--- config.mk ---
export PLATFORM = sky130hd
export DESIGN_NAME = irq_trigger_capture
export DESIGN_NICKNAME = d
export VERILOG_FILES = /design/src/rtl/trig_capture_pkg.sv /design/src/rtl/trig_cfg_regs.sv /design/src/rtl/trig_line.sv /design/src/rtl/irq_trigger_capture.sv
export SDC_FILE = /design/constraint.sdc
export NUM_CORES = 1
export LEC_CHECK = 0
export BUFFER_PORTS_ARGS = -buffer_cell sky130_fd_sc_hd__buf_2
export CAP_MARGIN = 30
export CORE_ASPECT_RATIO = 1.2
export CORE_MARGIN = 5
export CORE_UTILIZATION = 53
export DETAILED_ROUTE_END_ITERATION = 6
export PLACE_DENSITY = 0.92
export SLEW_MARGIN = 10
export SYNTH_ARGS = -nofsm -noshare
export SYNTH_HDL_FRONTEND = slang
export SYNTH_SLANG_ARGS = --single-unit
--- constraint.sdc ---
create_clock -name clk -period 3.7 [get_ports clk]
set_input_delay 0.74 -clock clk [delete_from_list [all_inputs] [get_ports clk]]
set_output_delay 0.74 -clock clk [all_outputs]
set_load 0.05 [all_outputs]
--- src/rtl/trig_capture_pkg.sv ---
`timescale 1ns/1ps
package trig_capture_pkg;

  localparam int unsigned TC_LINES = 51;

  localparam logic [63:0] TC_SENSE_RST = 64'h0000_1F07_FFF8_FFFF;
  localparam logic [63:0] TC_BOTH_RST  = 64'h0000_00F8_0007_0000;
  localparam logic [63:0] TC_POL_RST   = 64'h0000_5F07_FFF8_FFFF;

  typedef enum logic [1:0] {
    TRIG_LEVEL = 2'd0,
    TRIG_DUAL  = 2'd1,
    TRIG_RISE  = 2'd2,
    TRIG_FALL  = 2'd3
  } trig_mode_e;

  function automatic trig_mode_e trig_mode(input logic sense, input logic both,
                                           input logic pol);
    if (sense)     return TRIG_LEVEL;
    else if (both) return TRIG_DUAL;
    else if (pol)  return TRIG_RISE;
    else           return TRIG_FALL;
  endfunction

endpackage

--- src/rtl/trig_cfg_regs.sv ---
`timescale 1ns/1ps
module trig_cfg_regs
  import trig_capture_pkg::*;
#(
  parameter int unsigned      N_LINES   = TC_LINES,
  parameter logic [N_LINES-1:0] SENSE_RST = TC_SENSE_RST[N_LINES-1:0],
  parameter logic [N_LINES-1:0] BOTH_RST  = TC_BOTH_RST[N_LINES-1:0],
  parameter logic [N_LINES-1:0] POL_RST   = TC_POL_RST[N_LINES-1:0]
) (
  input  logic               clk,
  input  logic               rst,
  input  logic               load,
  input  logic [N_LINES-1:0] sense_in,
  input  logic [N_LINES-1:0] both_in,
  input  logic [N_LINES-1:0] pol_in,
  output logic [N_LINES-1:0] sense_q,
  output logic [N_LINES-1:0] both_q,
  output logic [N_LINES-1:0] pol_q
);

  always_ff @(posedge clk) begin
    if (rst) begin
      sense_q <= SENSE_RST;
      both_q  <= BOTH_RST;
      pol_q   <= POL_RST;
    end else if (load) begin
      sense_q <= sense_in;
      both_q  <= both_in;
      pol_q   <= pol_in;
    end
  end

  // a load strobe replaces all three vectors at the next edge
  assert_cfg_load_R11: assert property (@(posedge clk) disable iff (rst)
    load |=> (sense_q == $past(sense_in)) && (both_q == $past(both_in))
             && (pol_q == $past(pol_in)));

  // without a strobe the configuration holds
  assert_cfg_hold_R11: assert property (@(posedge clk) disable iff (rst)
    !load |=> $stable(sense_q) && $stable(both_q) && $stable(pol_q));

endmodule

--- src/rtl/trig_line.sv ---
`timescale 1ns/1ps
module trig_line
  import trig_capture_pkg::*;
(
  input  logic clk,
  input  logic rst,
  input  logic lvl,
  input  logic clr,
  input  logic sense,
  input  logic both,
  input  logic pol,
  output logic raw_q,
  output logic raw_d
);

  logic       prev_q;
  logic       hit;
  trig_mode_e mode;

  always_comb begin
    mode = trig_mode(sense, both, pol);
    unique case (mode)
      TRIG_LEVEL: hit = pol ? lvl : !lvl;
      TRIG_DUAL:  hit = lvl ^ prev_q;
      TRIG_RISE:  hit = lvl & !prev_q;
      TRIG_FALL:  hit = !lvl & prev_q;
    endcase
    if (mode == TRIG_LEVEL) raw_d = hit;
    else                    raw_d = hit | (raw_q & !clr);
  end

  always_ff @(posedge clk) begin
    if (rst) begin
      raw_q  <= 1'b0;
      prev_q <= 1'b0;
    end else begin
      raw_q  <= raw_d;
      prev_q <= lvl;
    end
  end

  // level-sensed raw bit follows the line with the chosen polarity
  assert_level_track_R1: assert property (@(posedge clk) disable iff (rst)
    sense |=> raw_q == ($past(pol) ? $past(lvl) : !$past(lvl)));

  // the previous level is the level sampled one edge earlier
  assert_prev_level_R5: assert property (@(posedge clk) disable iff (rst)
    1'b1 |=> prev_q == $past(lvl));

  // a clear with no new edge drops an edge-sensed bit
  assert_edge_clear_R6: assert property (@(posedge clk) disable iff (rst)
    (!sense && clr && !hit) |=> !raw_q);

  // a captured edge bit holds while no clear arrives
  assert_edge_hold_R9: assert property (@(posedge clk) disable iff (rst)
    (!sense && raw_q && !clr) |=> raw_q);

  // capture beats a clear in the same cycle
  assert_capture_wins_R10: assert property (@(posedge clk) disable iff (rst)
    (!sense && hit && clr) |=> raw_q);

endmodule

--- src/rtl/irq_trigger_capture.sv ---
`timescale 1ns/1ps
module irq_trigger_capture
  import trig_capture_pkg::*;
#(
  parameter int unsigned        N_LINES   = TC_LINES,
  parameter logic [N_LINES-1:0] SENSE_RST = TC_SENSE_RST[N_LINES-1:0],
  parameter logic [N_LINES-1:0] BOTH_RST  = TC_BOTH_RST[N_LINES-1:0],
  parameter logic [N_LINES-1:0] POL_RST   = TC_POL_RST[N_LINES-1:0]
) (
  input  logic               clk,
  input  logic               rst,
  input  logic [N_LINES-1:0] irq_lines,
  input  logic               cfg_load,
  input  logic [N_LINES-1:0] cfg_sense_in,
  input  logic [N_LINES-1:0] cfg_both_in,
  input  logic [N_LINES-1:0] cfg_pol_in,
  input  logic [N_LINES-1:0] edge_clr,
  output logic [N_LINES-1:0] raw_pend,
  output logic [N_LINES-1:0] edge_stat
);

  logic [N_LINES-1:0] sense_q, both_q, pol_q;
  logic [N_LINES-1:0] raw_next;
  logic [N_LINES-1:0] sense_next;
  logic [N_LINES-1:0] edge_q;

  trig_cfg_regs #(
    .N_LINES  (N_LINES),
    .SENSE_RST(SENSE_RST),
    .BOTH_RST (BOTH_RST),
    .POL_RST  (POL_RST)
  ) u_cfg (
    .clk     (clk),
    .rst     (rst),
    .load    (cfg_load),
    .sense_in(cfg_sense_in),
    .both_in (cfg_both_in),
    .pol_in  (cfg_pol_in),
    .sense_q (sense_q),
    .both_q  (both_q),
    .pol_q   (pol_q)
  );

  for (genvar g = 0; g < N_LINES; g++) begin : g_line
    trig_line u_line (
      .clk  (clk),
      .rst  (rst),
      .lvl  (irq_lines[g]),
      .clr  (edge_clr[g]),
      .sense(sense_q[g]),
      .both (both_q[g]),
      .pol  (pol_q[g]),
      .raw_q(raw_pend[g]),
      .raw_d(raw_next[g])
    );
  end

  // edge view registered from next-state values so it lines up with raw_pend
  assign sense_next = cfg_load ? cfg_sense_in : sense_q;

  always_ff @(posedge clk) begin
    if (rst) edge_q <= '0;
    else     edge_q <= raw_next & ~sense_next;
  end

  assign edge_stat = edge_q;

  // edge view agrees with the raw vector and the live sense vector
  assert_edge_view_R7: assert property (@(posedge clk) disable iff (rst)
    edge_stat == (raw_pend & ~sense_q));

  // no level-sensed line ever shows in the edge view
  assert_edge_no_level_R7: assert property (@(posedge clk) disable iff (rst)
    (edge_stat & sense_q) == '0);

endmodule

## Word level (Yosys, flattened, before mapping)

Index checks and enable logic that the tools add are counted.

- Bits in registers: 306
- Logic and storage cells: 1027
- Output and inout port bits: 102
- Input bits: 258

- Equality and inequality tests: 153
- Bitwise operators: 257
- Reduce and logical (&&, ||, !) cells: 204
- Muxes and demuxes: 307

Operators by type and width:

| kind | count |
|---|---|
| $eq 2x2->1 const B | 102 |
| $mux 2 | 102 |
| $pmux 1 s4 | 51 |
| $and 1x1->1 | 153 |
| $logic_not 1->1 | 153 |
| $mux 1 | 153 |
| $eq 2x1->1 const B | 51 |
| $logic_not 2->1 | 51 |
| $and 51x51->51 | 1 |
| $mux 51 | 1 |
| $not 51->51 | 1 |
| $or 1x1->1 | 51 |
| $xor 1x1->1 | 51 |

## Depth between registers and ports, before layout

Gate-level depths: netlist of run 1.

- Word-level depth: 8
- Gate-level depth with buffers: 5
- Mapped depth without buffers: 5

## Cells and area by module

A second synthesis of run 1 with hierarchy kept.

- Cells, all modules: 1432
- Area, all modules: 16328.2 um2

Modules (own cells, without submodules):

| module | seq. area each (um2) | times used | area an instance (um2) | cells each |
|---|---|---|---|---|
| trig_line | 40.0 | 51 | 158.9 | 15 |
| trig_cfg_regs | 3062.9 | 1 | 5667.9 | 502 |
| irq_trigger_capture | 1021.0 | 1 | 2556.2 | 165 |

## Least setup slack after synthesis of run 1

OpenSTA, ideal clock, no wires.

- Kind: in2reg
- Start point: in irq_lines[50]
- End point: reg edge_q[50], in the netlist edge_stat[50]
- Arrival: 1.758 ns
- Buffers on the path: 0
- Stages on the path: 5
- Path slack: 1.826 ns
- Path through: inv_1 > ha_1 > mux2_4 > a2111oi_4 > and3b_1

- Longest elaborated chain between the ends: 6
- Elaborated cells on any way between the ends: 9

RTL lines:

| item | RTL line | source |
|---|---|---|
| start, declared | irq_trigger_capture.sv:12 | `input logic [N_LINES-1:0] irq_lines,` |
| $logic_not 1->1 | trig_line.sv:23, trig_line.sv:26 |  |
| $and 1x1->1 / $mux 1 (equally long branches) | trig_line.sv:26, trig_line.sv:23 |  |
| $pmux 1 s4 * | trig_line.sv:22 | `unique case (mode)` |
| $or 1x1->1 | trig_line.sv:29 | `else raw_d = hit \| (raw_q & !clr);` |
| $mux 1 * | trig_line.sv:28 | `if (mode == TRIG_LEVEL) raw_d = hit;` |
| $and 51x51->51 * | irq_trigger_capture.sv:63 | `else edge_q <= raw_next & ~sense_next;` |
| end signal, assigned | irq_trigger_capture.sv:63 |  |
| end, declared | irq_trigger_capture.sv:25 | `logic [N_LINES-1:0] edge_q;` |

Every way passes the cells marked *; elsewhere a longest branch is shown, timed or not.
A chain may end at the register's enable or synchronous reset.

## Final worst setup path of run 1

- Start point: reg g_line[43].u_line.raw_q
- End point: out raw_pend[43]

RTL lines:

| item | RTL line | source |
|---|---|---|
| start, declared | trig_line.sv:12 | `output logic raw_q,` |
| start signal, assigned | trig_line.sv:37 | `raw_q <= raw_d;` |
| end, declared | irq_trigger_capture.sv:18 | `output logic [N_LINES-1:0] raw_pend,` |

No word-level cell between the ends.

==> flow_metrics.env, run 1 <==
export IMPL_hold_viol=0
export IMPL_cpPeakStageDelay_ps=360
export IMPL_place_gp_congestion=0.857
export IMPL_cap_viol_max_count=0
export IMPL_hpwl_um=26100
export IMPL_grt_usage_pct=22.8
export IMPL_cp_data_required_time_ps=2960
export IMPL_critical_path_top_delay_family="flip-flops"
export IMPL_crit_chain="buf_2"
export IMPL_port_buffer_count=359
export IMPL_synth_area_mux_share_pct=14.3
export IMPL_chipWidth_um=160
export IMPL_synth_area_mm2=0.0142
export IMPL_synth_xor_area_share_pct=3.14
export IMPL_critPathKind="flop to output port"
export IMPL_post_cts_setup_buffers=0
export IMPL_synth_cell_types=25
export IMPL_dr_total_vias=10946
export IMPL_synth_simple_area_share_pct=14.5
export IMPL_synth_warnings=0
export IMPL_route_detailed_drc=0
export IMPL_final_util_pct=64.4
export IMPL_numClockSinks=306
export IMPL_final_common_cell="buf_2"
export IMPL_grt_pass1_vias=11872
export IMPL_setup_violations=0
export IMPL_slew_viol_final=0
export IMPL_netlist_instances=1422
export IMPL_fin_crit_ps=1950
export IMPL_synth_top_family_by_area="simple AND/OR/NAND/NOR gates"
export IMPL_grt_pass1_wl_um=58100
export IMPL_layout_nets=2087
export IMPL_syn_nets=1782
export IMPL_grt_start_max_net_pins=78
export IMPL_post_cts_resized=0
export IMPL_antenna_found_initial=6
export IMPL_final_cells=2087
export IMPL_fmax_mhz=513
export IMPL_syn2layout_area_growth_pct=19.3
export IMPL_ys_seq_area_share_pct=43.1
export IMPL_skew_ps=5.66
export IMPL_hold_buffers=0
export IMPL_ant_nets=0
export IMPL_dr_first_iter_drc_count=413
export IMPL_wirelength_um=35800
export IMPL_cts_max_path_buffers=3
export IMPL_num_io_pins=360
export IMPL_synth_compound_area_share_pct=7.59
export IMPL_status="finished, final reports clean"
export IMPL_finalCritPeriodShare_pct=52.7
export IMPL_rsz0062_at_grt="false"
export IMPL_firstDrtPassIters=4
export IMPL_peakVddDrop_uv=329
export IMPL_tritoncts="done"
export IMPL_h_tree_depth=1
export IMPL_mostFrequentLayoutCells="buf_2, dfxtp_1, inv_1"
export IMPL_drive_gt1_share_pct=30.2
export IMPL_maxSlewHeadroom_pct=40.1
export IMPL_wire_per_inst_um=17.2
export IMPL_fin_setup_tns_ps=0
export IMPL_path_max_fanout=2
export IMPL_critPathLaunchType="flop"
export IMPL_leakage_nw=8.22
export IMPL_die_area_mm2=0.0302
export IMPL_p_per_area_mw_per_mm2=477
export IMPL_rows=65
export IMPL_synth_area_per_cell_um2=10.0
export IMPL_critPathArrivalTime_ps=1210
export IMPL_worst_slew_pin_slew_ps=899
export IMPL_p_total_w=0.00809
export IMPL_path_buf_inv=1
export IMPL_place_inst=2029
export IMPL_overflow=0
export IMPL_clk_pin_slew_ps=60
export IMPL_root_buffer="clkbuf_16"
export IMPL_ys_ff_latch=306
export IMPL_yosys_area_share_adder_pct=8.97
export IMPL_critPathSlowestCell="dfxtp_1"
export IMPL_fill_cells=1973
export IMPL_end_kind="output port"
export IMPL_cts_buffers=31
export IMPL_post_drt_via_cell_ratio=5.24
export IMPL_core_area_mm2=0.0264
export IMPL_start_util_pct=54.0
export IMPL_die_y_um=189
export IMPL_clock_latency_ps=540
export IMPL_hold_class="primary input to flop"
per-layer routing:
metal	part of all wire (%)	up-vias	GRT usage, %
met1	37	5240	24.4
li1	-	5255	-
met2	53	355	42.9
met5	0	-	0
met4	3.8	0	9.19
met3	6.5	96	5.36
synth_stat cells:
library cell / count / share of area [%]
clkinv_1: 1 / 0.026
a2111oi_2: 50 / 5.3
clkbuf_1: 22 / 0.58
a211oi_1: 23 / 1.2
buf_1: 4 / 0.11
mux2_4: 1 / 0.11
ha_1: 102 / 9.0
xor2_1: 51 / 3.1
buf_2: 10 / 0.35
a2111oi_0: 1 / 0.062
a2111oi_4: 3 / 0.58
and2_1: 40 / 1.8
a21oi_1: 1 / 0.035
nor3_1: 74 / 2.6
o211ai_1: 8 / 0.42
buf_6: 1 / 0.079
nand2_1: 93 / 2.5
and3b_1: 1 / 0.062
buf_4: 61 / 3.2
dfxtp_1: 306 / 43
nor2b_1: 103 / 4.5
nor2_1: 118 / 3.1
inv_1: 153 / 4.0
mux2_2: 53 / 4.2
mux2i_1: 142 / 10
where the power goes:
| part | internal (W) | leakage (nW) | switching (W) | total [W] |
|---|---|---|---|---|
| Sequential | 0.00352 | 2.54 | 0.000151 | 0.00367 |
| Combinational | 0.000528 | 5.19 | 0.000859 | 0.00139 |
| Clock | 0.00175 | 0.493 | 0.00128 | 0.00303 |
| Total | 0.00580 | 8.22 | 0.00229 | 0.00809 |
cell type report:
| cell class | count | area [µm²] | share of cell area [%] |
|---|---|---|---|
| Multi-Input combinational cell | 864 | 6900 | 40.7 |
| Sequential cell | 306 | 6130 | 36.1 |
| Timing Repair Buffer | 370 | 1940 | 11.4 |
| Clock buffer | 42 | 897 | 5.29 |
| Inverter | 154 | 579 | 3.42 |
| Tap cell | 335 | 419 | 2.47 |
| Clock inverter | 11 | 86.3 | 0.509 |
| Antenna cell | 5 | 12.5 | 0.0738 |
sequential cells by signal, summed over array words and instances, names as in the netlist:
register and count:
u_cfg.pol_q 51, g_line.u_line.raw_q 51, u_cfg.both_q 51, g_line.u_line.prev_q 51
edge_stat 51, u_cfg.sense_q 51
final timing paths:
path / start / to / slack (ps) / cells past startpoint
worst max register to register: g_line[22].u_line.prev_q / g_line[22].u_line.raw_q / 2130 / 5
worst min-delay path: cfg_pol_in[10] / u_cfg.pol_q[10] / 410 / 3
worst max-delay path: g_line[43].u_line.raw_q / raw_pend[43] / 1750 / 1
worst min register to register: u_cfg.both_q[13] / u_cfg.both_q[13] / 510 / 2
cell families after synthesis:
group                    count (synthesis)
XOR/XNOR                                51
AO/OA/AOI/OAI                           86
multiplexers                           196
AND/OR/NAND/NOR                        429
flip-flops                             306
buffers and inverters                  252
adder cells (fa/ha/maj)                102
worst register-to-register path, cell delays in order, from the launching register on:
cell       delay [ps]
dfxtp_1           350
inv_1              60
ha_1              170
mux2_2            280
a2111oi_2         470
nor3_1            100
stage by stage:
stage | area [µm²] | worst slack [ps] | hold slack [ps]
after floorplan | 14200 | 1830 | 475
after global placement | 15900 | 1430 | 490
after detailed placement | 16000 | 1380 | 502
after CTS | 16900 | 1730 | 384
after global routing | 17000 | 1710 | 384
final | 17000 | 1750 | 410
Note: power is estimated with default switching activity, not from simulation.
==> inputs of run 2 (changes only) <==
ABC_AREA = 1   (was default)
PLACE_DENSITY = 0.91   (was 0.92)
clock period = 1.95 ns   (was 3.7 ns; I/O delays follow)
==> flow_metrics.env, run 2 <==
export IMPL_slew_viol_final=0
export IMPL_yosysMostFrequentCell="inv_1"
export IMPL_fill_cells=2221
export IMPL_grt_usage_pct=23.2
export IMPL_cts_buffers=31
export IMPL_critPathArrivalTime_ps=1200
export IMPL_die_y_um=193
export IMPL_fin_crit_ps=1590
export IMPL_synthTopCellsByCount="inv_1, nand2_1, dfxtp_1"
export IMPL_post_cts_resized=0
export IMPL_root_buffer="clkbuf_16"
export IMPL_p_total_w=0.0158
export IMPL_final_common_cell="inv_1"
export IMPL_synth_area_mm2=0.0148
export IMPL_critPathKind="flop to output port"
export IMPL_crit_chain="buf_2"
export IMPL_rsz0062_at_grt="false"
export IMPL_synth_warnings=0
export IMPL_wirelength_um=37800
export IMPL_place_ws_ps=381
export IMPL_critPathLaunchType="flop"
export IMPL_cp_data_required_time_ps=1560
export IMPL_grt_pass1_wl_um=61800
export IMPL_async_reset_ff_share_pct=0
export IMPL_ys_seq_area_share_pct=41.3
export IMPL_h_tree_depth=1
export IMPL_synth_edf_count=0
export IMPL_finalCritPeriodShare_pct=81.7
export IMPL_grt_pass1_vias=13810
export IMPL_hold_class="primary input to flop"
export IMPL_synth_area_per_cell_um2=7.25
export IMPL_worst_slew_pin_slew_ps=510
export IMPL_m1WireLength_um=14500
export IMPL_layout_nets=2699
export IMPL_cap_viol_max_count=0
export IMPL_peakVddDrop_uv=829
export IMPL_mostFrequentLayoutCells="inv_1, nand2_1, buf_2"
export IMPL_post_cts_setup_buffers=0
export IMPL_ys_ff_latch=306
export IMPL_syn2layout_area_growth_pct=18.9
export IMPL_wire_per_inst_um=13.7
export IMPL_hold_buffers=0
export IMPL_met2WireLength_um=18800
export IMPL_num_io_pins=360
export IMPL_rows=67
export IMPL_post_drt_via_cell_ratio=4.86
export IMPL_numClockSinks=306
export IMPL_maxSlewHeadroom_pct=66.0
export IMPL_p_per_area_mw_per_mm2=898
export IMPL_overflow=0
export IMPL_path_max_fanout=2
export IMPL_top_layer="met5"
export IMPL_yosys_top_cells_area="dfxtp_1, inv_1, nand2_1"
export IMPL_wl_met3_um=2670
export IMPL_route_detailed_drc=0
export IMPL_dr_first_iter_drc_count=695
export IMPL_setup_violations=0
export IMPL_hold_viol=0
export IMPL_die_area_mm2=0.0314
export IMPL_clock_latency_ps=550
export IMPL_place_gp_congestion=0.886
export IMPL_skew_ps=9.32
export IMPL_grt_start_max_net_pins=77
export IMPL_regArea_mm2=0.00613
export IMPL_port_buffer_count=359
export IMPL_chipWidth_um=163
export IMPL_netlist_instances=2046
export IMPL_hpwl_um=27600
export IMPL_core_area_mm2=0.0277
export IMPL_path_buf_inv=1
export IMPL_synth_top_flop_cell="dfxtp_1"
export IMPL_synth_cell_types=23
export IMPL_drive_gt1_share_pct=22.1
export IMPL_synth_top_area_share_pct=41.3
export IMPL_clk_pin_slew_ps=60
export IMPL_leakage_nw=9.68
export IMPL_antenna_found_initial=18
export IMPL_cpPeakStageDelay_ps=370
export IMPL_firstDrtPassIters=5
export IMPL_ant_nets=0
export IMPL_syn_nets=2406
export IMPL_tritoncts="done"
export IMPL_critPathSlowestCell="dfxtp_1"
export IMPL_fmax_mhz=628
export IMPL_dr_total_vias=13365
export IMPL_synth_area_leader_cell="dfxtp_1"
export IMPL_start_util_pct=53.4
export IMPL_fin_setup_tns_ps=0
export IMPL_postLayoutSetupSlackWorst_ps=357
export IMPL_multi_input_area_mm2=0.00635
export IMPL_status="finished, final reports clean"
export IMPL_end_kind="output port"
export IMPL_cts_max_path_buffers=3
export IMPL_critical_path_top_delay_family="flip-flops"
==> run 2: power breakdown <==
part / switching (W) / internal [W]
registers: 0.000247 / 0.00672
clock network: 0.00250 / 0.00354
logic: 0.00193 / 0.000912
total: 0.00467 / 0.0112
==> run 2: kinds of logic after synthesis <==
family	share of synthesized area [%]
and+or+nand+nor	21.5
DFF	41.3
AOI/OAI and AO/OA	12.7
buffers and inverters	15.8
adders and majority gates	8.61
==> run 2: final cells by class <==
class                      instances  area share, %
clock inverter                    14          0.887
inverter                         437           9.31
clock buffer                      42           4.98
sequential                       306           34.7
timing repair buffer             371           11.2
tap                              379           2.69
antenna                           11          0.156
multi-input combinational       1192           36.0
==> run 2: routing by layer <==
layer	vias to the layer above	GRT usage [%]
met5	-	0
met4	12	10.5
met3	127	5.41
met2	439	42.2
met1	6089	25.4
li1	6698	-
==> run 2: worst paths after layout <==
check	cells past startpoint	from	endpoint	slack, ps
worst max register to register	8	g_line[33].u_line.prev_q	g_line[33].u_line.raw_q	760
worst max-delay path	1	g_line[30].u_line.raw_q	raw_pend[30]	360
worst min register to register	2	u_cfg.both_q[17]	u_cfg.both_q[17]	480
worst min-delay path	3	cfg_both_in[36]	u_cfg.both_q[36]	50
==> run 2: per-stage QoR <==
step / cell area [µm²] / utilization, % / cells / hold slack [ps]
finish: 17600 / 63.5 / 2752 / 47.1
CTS: 17600 / 63.4 / 2741 / 13.3
detailed placement: 16600 / 59.7 / 2685 / 470
global route: 17600 / 63.5 / 2752 / 27.4
global placement: 16600 / 59.7 / 2685 / 456
floorplan: 14800 / - / 2046 / 442
